<file path="src/rtl/spi_regslave_pkg.sv">
// Shared constants and types for the SPI register access slave.
// Assumes an 8-bit command byte with the location field in the top bits.
package spi_regslave_pkg;
    localparam int CMD_WR_BIT  = 1;
    localparam int CMD_ACK_BIT = 0;

    typedef enum logic {
        PH_CMD  = 1'b0,
        PH_DATA = 1'b1
    } phase_t;
endpackage

</file>
<file path="src/rtl/spi_regslave_sync.sv">
// Two-flop synchronizer bank for asynchronous SPI pins.
// Each bit gets its own reset value so chip select can idle high.
module spi_regslave_sync #(
    parameter int             N       = 3,
    parameter logic [N-1:0]   RST_VAL = '0
) (
    input  logic         clk,
    input  logic         rst_n,
    input  logic [N-1:0] d,
    output logic [N-1:0] q
);
    for (genvar g = 0; g < N; g++) begin : g_bit
        logic [1:0] stage;
        // Shift the pin value through two flops.
        always_ff @(posedge clk) begin
            if (!rst_n) stage <= {2{RST_VAL[g]}};
            else        stage <= {stage[0], d[g]};
        end
        assign q[g] = stage[1];
    end
endmodule

</file>
<file path="src/rtl/spi_regslave_shifter.sv">
// Bit-level engine: finds SCK edges, assembles received bytes and shifts
// out transmit bytes in SPI mode 0, MSB first.
// Assumes synchronized inputs and at least 6 clocks per SCK half period,
// so that a load always lands between the last rising edge of a byte
// and the falling edge that follows it.
module spi_regslave_shifter #(
    parameter int W = 8
) (
    input  logic         clk,
    input  logic         rst_n,
    input  logic         sck_s,
    input  logic         cs_act,
    input  logic         mosi_s,
    input  logic         load,
    input  logic [W-1:0] load_data,
    output logic         byte_done,
    output logic [W-1:0] rx_byte,
    output logic         first_bit,
    output logic         miso
);
    localparam int            CW   = $clog2(W);
    localparam logic [CW-1:0] LAST = CW'(W - 1);

    logic          sck_q;
    logic [CW-1:0] bitcnt;
    logic [W-2:0]  rx_sh;
    logic [W-1:0]  tx_sh;
    logic          rise, fall;

    assign rise      = cs_act & sck_s & ~sck_q;
    assign fall      = cs_act & ~sck_s & sck_q;
    assign first_bit = rise && (bitcnt == '0);
    assign miso      = cs_act & tx_sh[W-1];

    // Receive side: count bits and emit a byte pulse on every eighth rising edge.
    always_ff @(posedge clk) begin
        if (!rst_n) begin
            sck_q     <= 1'b0;
            bitcnt    <= '0;
            rx_sh     <= '0;
            rx_byte   <= '0;
            byte_done <= 1'b0;
        end else begin
            sck_q     <= sck_s;
            byte_done <= 1'b0;
            if (!cs_act) begin
                bitcnt <= '0;
            end else if (rise) begin
                bitcnt <= (bitcnt == LAST) ? '0 : bitcnt + CW'(1);
                rx_sh  <= {rx_sh[W-3:0], mosi_s};
                if (bitcnt == LAST) begin
                    rx_byte   <= {rx_sh, mosi_s};
                    byte_done <= 1'b1;
                end
            end
        end
    end

    // Transmit side: load at byte boundaries, shift on falling edges inside a byte.
    always_ff @(posedge clk) begin
        if (!rst_n)                    tx_sh <= '0;
        else if (!cs_act)              tx_sh <= '0;
        else if (load)                 tx_sh <= load_data;
        else if (fall && bitcnt != '0) tx_sh <= {tx_sh[W-2:0], 1'b0};
    end

    a_r3_load_on_boundary: assert property (@(posedge clk) disable iff (!rst_n)
        load |-> (bitcnt == '0));
    a_r10_byte_pulse_single: assert property (@(posedge clk) disable iff (!rst_n)
        byte_done |=> !byte_done);
endmodule

</file>
<file path="src/rtl/spi_regslave_ctrl.sv">
// Frame controller: decodes the command byte, keeps the location pointer,
// and produces the bus strobes. FIFO locations hold the pointer still.
// A FIFO pop is issued when the host clocks the first bit of a data byte,
// so a trailing peek at the end of a burst never removes an entry.
module spi_regslave_ctrl
    import spi_regslave_pkg::*;
#(
    parameter int ADDR_W = 5,
    parameter int DATA_W = 8,
    parameter int FIFO_N = 5
) (
    input  logic              clk,
    input  logic              rst_n,
    input  logic              cs_act,
    input  logic              byte_done,
    input  logic [DATA_W-1:0] rx_byte,
    input  logic              first_bit,
    output logic              load,
    output logic [ADDR_W-1:0] bus_addr,
    output logic [DATA_W-1:0] bus_wdata,
    output logic              reg_we,
    output logic              fifo_push,
    output logic              fifo_pop,
    output logic              ack_pulse
);
    localparam logic [ADDR_W-1:0] FIFO_LIM = ADDR_W'(FIFO_N);

    phase_t            phase;
    logic [ADDR_W-1:0] ptr;
    logic              is_wr;
    logic              in_fifo;
    logic              wr_stb;
    logic [ADDR_W-1:0] cmd_addr;

    assign cmd_addr = rx_byte[DATA_W-1 -: ADDR_W];
    assign in_fifo  = ptr < FIFO_LIM;

    // Phase, pointer and read-load sequencing across one chip-select frame.
    always_ff @(posedge clk) begin
        if (!rst_n) begin
            phase <= PH_CMD;
            ptr   <= '0;
            is_wr <= 1'b0;
            load  <= 1'b0;
        end else if (!cs_act) begin
            phase <= PH_CMD;
            load  <= 1'b0;
        end else begin
            load <= 1'b0;
            if (byte_done) begin
                if (phase == PH_CMD) begin
                    phase <= PH_DATA;
                    ptr   <= cmd_addr;
                    is_wr <= rx_byte[CMD_WR_BIT];
                    load  <= ~rx_byte[CMD_WR_BIT];
                end else begin
                    if (!in_fifo) ptr <= ptr + ADDR_W'(1);
                    load <= ~is_wr;
                end
            end
        end
    end

    assign wr_stb    = byte_done && (phase == PH_DATA) && is_wr;
    assign reg_we    = wr_stb && !in_fifo;
    assign fifo_push = wr_stb && in_fifo;
    assign fifo_pop  = first_bit && (phase == PH_DATA) && !is_wr && in_fifo;
    assign ack_pulse = byte_done && (phase == PH_CMD) && rx_byte[CMD_ACK_BIT];
    assign bus_addr  = ptr;
    assign bus_wdata = rx_byte;

    a_r4_strobes_exclusive: assert property (@(posedge clk) disable iff (!rst_n)
        $onehot0({reg_we, fifo_push, fifo_pop, ack_pulse}));
    a_r4_ack_one_cycle: assert property (@(posedge clk) disable iff (!rst_n)
        ack_pulse |=> !ack_pulse);
    a_r8_fifo_addr_hold: assert property (@(posedge clk) disable iff (!rst_n)
        (phase == PH_DATA && in_fifo) |=> $stable(ptr));
    a_r6_reg_addr_step: assert property (@(posedge clk) disable iff (!rst_n)
        (byte_done && phase == PH_DATA && !in_fifo && cs_act) |=> (ptr == $past(ptr) + ADDR_W'(1)));
endmodule

</file>
<file path="src/rtl/spi_regslave.sv">
// Top level of the SPI register access slave: synchronizes the SPI pins,
// runs the bit engine and the frame controller, and exposes the register
// bus and FIFO strobes. Register and FIFO storage sit outside this block.
module spi_regslave #(
    parameter int ADDR_W = 5,
    parameter int DATA_W = 8,
    parameter int FIFO_N = 5
) (
    input  logic              clk,
    input  logic              rst_n,
    input  logic              spi_sck,
    input  logic              spi_cs_n,
    input  logic              spi_mosi,
    output logic              spi_miso,
    output logic [ADDR_W-1:0] bus_addr,
    output logic [DATA_W-1:0] bus_wdata,
    input  logic [DATA_W-1:0] bus_rdata,
    output logic              reg_we,
    output logic              fifo_push,
    output logic              fifo_pop,
    output logic              ack_pulse
);
    logic [2:0]        pins_s;
    logic              byte_done, first_bit, load;
    logic [DATA_W-1:0] rx_byte;

    spi_regslave_sync #(.N(3), .RST_VAL(3'b010)) u_sync (
        .clk   (clk),
        .rst_n (rst_n),
        .d     ({spi_sck, spi_cs_n, spi_mosi}),
        .q     (pins_s)
    );

    spi_regslave_shifter #(.W(DATA_W)) u_shift (
        .clk       (clk),
        .rst_n     (rst_n),
        .sck_s     (pins_s[2]),
        .cs_act    (~pins_s[1]),
        .mosi_s    (pins_s[0]),
        .load      (load),
        .load_data (bus_rdata),
        .byte_done (byte_done),
        .rx_byte   (rx_byte),
        .first_bit (first_bit),
        .miso      (spi_miso)
    );

    spi_regslave_ctrl #(.ADDR_W(ADDR_W), .DATA_W(DATA_W), .FIFO_N(FIFO_N)) u_ctrl (
        .clk       (clk),
        .rst_n     (rst_n),
        .cs_act    (~pins_s[1]),
        .byte_done (byte_done),
        .rx_byte   (rx_byte),
        .first_bit (first_bit),
        .load      (load),
        .bus_addr  (bus_addr),
        .bus_wdata (bus_wdata),
        .reg_we    (reg_we),
        .fifo_push (fifo_push),
        .fifo_pop  (fifo_pop),
        .ack_pulse (ack_pulse)
    );

    a_r11_miso_idle: assert property (@(posedge clk) disable iff (!rst_n)
        (pins_s[1] && $past(pins_s[1])) |-> !spi_miso);
endmodule

</file>
<file path="config.mk">
export PLATFORM = sky130hd
export DESIGN_NAME = spi_regslave
export DESIGN_NICKNAME = d
export VERILOG_FILES = /design/src/rtl/spi_regslave_pkg.sv /design/src/rtl/spi_regslave_sync.sv /design/src/rtl/spi_regslave_shifter.sv /design/src/rtl/spi_regslave_ctrl.sv /design/src/rtl/spi_regslave.sv
export SDC_FILE = /design/constraint.sdc
export NUM_CORES = 1
export LEC_CHECK = 0
export ABC_AREA = 1
export CORE_MARGIN = 8
export CORE_UTILIZATION = 47
export CTS_CLUSTER_DIAMETER = 100
export DETAILED_ROUTE_END_ITERATION = 6
export GPL_TIMING_DRIVEN = 0
export PLACE_DENSITY = 0.72
export SETUP_SLACK_MARGIN = 0.1
export SLEW_MARGIN = 20
export SYNTH_ARGS = -nofsm -noshare
export SYNTH_HDL_FRONTEND = slang
export SYNTH_SLANG_ARGS = --single-unit
</file>
<file path="constraint.sdc">
create_clock -name clk -period 1.3 [get_ports clk]
set_clock_uncertainty 0.15 [all_clocks]
set_input_delay 0.195 -clock clk [delete_from_list [all_inputs] [get_ports clk]]
set_output_delay 0.195 -clock clk [all_outputs]
set_load 0.1 [all_outputs]
</file>
==> metrics.md <==
| Metric | Value |
|---|---|
| Outcome | `complete, but fails checks` |
| Failing checks | `negative setup slack` |
| Die area | `6230 µm²` |
| Clock tree root buffer cell | `sky130_fd_sc_hd__clkbuf_8` |
| Destination of the critical timing path | `fifo_push` |
| Count of clock tree sinks | `42` |
| Timing startpoint of the critical path | `u_ctrl.phase` |
| Critical Path Fanout Max | `5` |
| Crit path buffers/inverters | `3` |
| TritonCTS clock tree | `yes` |
| Fraction of layout instances using a drive strength above 1 | `a little over half` |
| Total clock buffers created by CTS | `5` |
| Filler instances | `224` |
| Main synth FF type | `sky130_fd_sc_hd__dfxtp_1` |
| Initial antenna violation count | `0` |
| Total stage count of the critical path | `4` |
| Sequential-to-total area share from yosys stat | `a little under half` |
| Via count normalized by instance count | `5.10` |
| Last weighted congestion value of the routability-driven placer | `just under 0.8` |
| Largest delay contributor family on the critical path | `buffers and inverters` |
| Post-synthesis instance area | `1860 µm²` |
| Total gr overflow | `0` |
| Async set-reset flop share out of synthesis | `0%` |
| Setup slack of the most critical reg-to-reg path | `-0.43 ns` |
| Final Net Count | `332` |
| Required time reported for the critical path endpoint | `roughly 0.95 ns` |
| Synth Net Count | `264` |
| Syn avg cell area | `7.54 µm²` |
| Row count | `23` |
| Arr. time, crit path | `about 1.5 ns` |
| Final worst setup slack | `-0.514 ns` |
| Total via count in the routed design | `1,868` |
| Ant diodes | `0` |
| Total of warnings raised by yosys | `0` |
| H-tree depth | `2` |
| Vertical die dimension | `78.9 µm` |
| Buffers added on ports | `29` |
| Final period util | `140%` |
| Io pins | `31` |
| Cell area power density | `734 nW/µm²` |
| Final Max Tran Viols | `0` |
| Total area of sequential cells | `896 µm²` |
| Static leakage | `~1.3 nW` |
| Yosys cell types | `27` |
| Slew HR | `77.2%` |
| Synthesis-stage register bit count | `42` |
| Type of the tightest min-delay check | `input port to flop` |
| Count of placed standard cells including taps | `around 330` |
| Finished Layout Cells | `366` |
| Highest ir drop seen on vdd | `0.677 mV` |
| Synthesized instance count | `247` |
| Maximum number of pins on one net before global-route repair | `14` |
| Startpoint of the lowest-slack register-to-register path | `u_shift.bitcnt[1]` |
| Cell with the largest stage delay on the worst path | `sky130_fd_sc_hd__dfxtp_2` |
| GRT Resource Usage Total | `17.0%` |
| Maximum count of clock buffers along a single path | `2` |
| Tightest hold margin | `0.117 ns` |
| Delay contributed by the slowest stage of the critical path | `0.34 ns` |
| Final hold violation count | `0` |
| CTS hold repair buffers | `0` |
| Critical R2R Capture | `u_shift.rx_byte[3]` |
| Chip Width | `around 80 µm` |
| Post-DP HPWL | `3040 µm` |
| Skew-Pair Late Insertion Delay | `roughly 0.3 ns` |
| Floorplan core area | `just under 4000 µm²` |
| Area occupied by multi-input gates | `~1200 µm²` |
| Router iterations before antenna repair | `4` |
| Cell chain of the critical path | `buf_6 > clkinvlp_4 > nor4_4 > buf_6` |
| Remaining antenna violation count | `0` |
| Clock input transition at the sequential cells of the worst setup and hold paths | `0.08 ns` |
| Final Critical Period | `1.81 ns` |
| Post-route DRC | `0` |
| Count of flip-flops with a built-in enable after synthesis | `0` |
| Initial standard-cell utilization of the core | `a little under half` |
| Critical path endpoint category | `output port` |
| First-pass GRT wire length | `8460 µm` |
| Vias in the first global route | `around 1,800` |
| Post-DR wirelength/cell | `15.9 µm` |
| Max-capacitance violation count | `0` |
| RSZ-0062 raised after global routing | `true` |
| Number of setup violations in the final report | `32` |
| Dpl cell area | `2400 µm²` |
| Maximum operating frequency | `between 0.5 and 0.6 GHz` |
| Least-Margin Pin Slew | `between 0.3 and 0.4 ns` |
| Growth of design area from synthesis to finish | `71.9%` |
| Final cell area excluding filler cells | `3200 µm²` |
| Setup crit start kind | `flop` |
| Post-Route WL | `5820 µm` |
| Number of design-rule violations left by the first detailed-router iteration | `76` |
| Most common cell on crit path | `sky130_fd_sc_hd__buf_6` |
| Worst-case reg-to-reg path depth | `10` |
| Category of the critical setup timing path | `flop to output port` |
[how the worst min path moves through the flow]
| stage | from | to | slack (ns) | cells after the start |
|---|---|---|---|---|
| final | rst_n | u_shift.rx_sh[2] | 0.12 | 3 |
| after global routing | rst_n | u_shift.rx_sh[2] | 0.12 | 3 |
| after CTS | rst_n | u_ctrl.is_wr | 0.08 | 3 |
| after detailed placement | u_sync.g_bit[1].stage[0] | u_sync.g_bit[1].stage[1] | 0.25 | 1 |
| after global placement | u_sync.g_bit[2].stage[0] | u_sync.g_bit[2].stage[1] | 0.24 | 2 |
| after floorplan | spi_mosi | u_sync.g_bit[0].stage[0] | 0.14 | 2 |
[flip-flops by register name (all words and copies together), names as in the netlist]
name,cells
u_sync.g_bit.stage,6
u_shift.rx_sh,7
u_shift.sck_q,1
u_shift.rx_byte,8
u_ctrl.bus_addr,5
u_shift.bitcnt,3
u_shift.byte_done,1
u_shift.tx_sh,8
u_ctrl.phase,1
u_ctrl.is_wr,1
u_ctrl.load,1
[report_power, final]
| group | switching (mW) | internal [mW] | total [mW] |
|---|---|---|---|
| registers | 0.00732 | 1.27 | 1.28 |
| logic | 0.0515 | 0.0538 | 0.105 |
| clock network | 0.476 | 0.488 | 0.964 |
[per-stage QoR]
stage	power [mW]	TNS [ns]	util (%)	setup slack, ns
after detailed placement	1.40	-12.59	61.2	-1.24
after floorplan	1.36	-2.17	-	-0.815
after global placement	1.40	-12.31	61.2	-1.23
after global routing	2.44	-9.52	81.8	-0.559
after CTS	2.34	-5.10	75.4	-0.554
final	2.35	-7.66	81.8	-0.514
[synth_stat cells (2+ instances only)]
library cell               instances  area (µm²)
sky130_fd_sc_hd__nand2_1          64         240
sky130_fd_sc_hd__inv_2             4        15.0
sky130_fd_sc_hd__o21ai_0          12        60.1
sky130_fd_sc_hd__buf_6             4        45.0
sky130_fd_sc_hd__dfxtp_1          42         841
sky130_fd_sc_hd__inv_1            26        97.6
sky130_fd_sc_hd__a21oi_1          19        95.1
sky130_fd_sc_hd__buf_2             4        20.0
sky130_fd_sc_hd__o21ai_1           4        20.0
sky130_fd_sc_hd__a211oi_2          2        25.0
sky130_fd_sc_hd__ha_1              4        50.1
sky130_fd_sc_hd__nand3_1          22         110
sky130_fd_sc_hd__nand2_2           2        12.5
sky130_fd_sc_hd__nor2_1           23        86.3
sky130_fd_sc_hd__or2_2             3        18.8
[cells in the final DEF, fill, tap and decap left out, drive strengths merged]
master	Yosys	layout
clkinvlp	0	2
clkdlybuf4s50	0	11
nor4	2	2
inv	30	27
nand3b	1	1
a21boi	1	1
buf	8	58
nand2	67	67
or2	3	3
nor2	25	25
a211oi	3	3
nand4	2	2
o21ai	16	16
dfxtp	42	42
clkinv	0	3
ha	4	4
a21oi	19	19
and3	1	1
clkbuf	0	6
nand3	23	23
[final cells by class]
| class | instances | share of cell area [%] |
|---|---|---|
| Clock inverter | 2 | 0.313 |
| Multi-Input combinational cell | 167 | 37.3 |
| Buffer | 8 | 2.15 |
| Clock buffer | 6 | 2.93 |
| Inverter | 30 | 3.99 |
| Timing Repair Buffer | 61 | 23.4 |
| Tap cell | 50 | 1.95 |
| Sequential cell | 42 | 28.0 |
[logic make-up (layout without fill, tap and decap cells)]
kind of cell	Yosys count	count (layout)	synth area share (%)
AOI/OAI and AO/OA	39	39	11.6
buffers and inverters	38	107	9.54
and+or+nand+nor	124	124	31.0
DFF	42	42	45.2
adders and majority gates	4	4	2.69
[what timing repair did]
action	in CTS	in global routing
pin swaps	8	16
gates resized for setup	192	56
gates cloned	0	0
buffers inserted	24	12
setup endpoints to repair	52	50
[worst register-to-register path: cells and delay by family (launching register included)]
kind	cells	cell delay [ns]
buf+inv	5	0.50
flops	1	0.35
simple gates	2	0.31
fa+ha+maj	2	0.26
compound gates	1	0.07
[per-layer routing]
layer / routed length [µm] / track usage [%] / vias up
met3: 268 / 5.42 / 17
met2: 3070 / 30.2 / 49
li1: - / - / 927
met5: 0 / 0 / -
met1: 2320 / 18.6 / 875
met4: 168 / 5.93 / 0
Note: power is estimated with default switching activity, not from simulation.
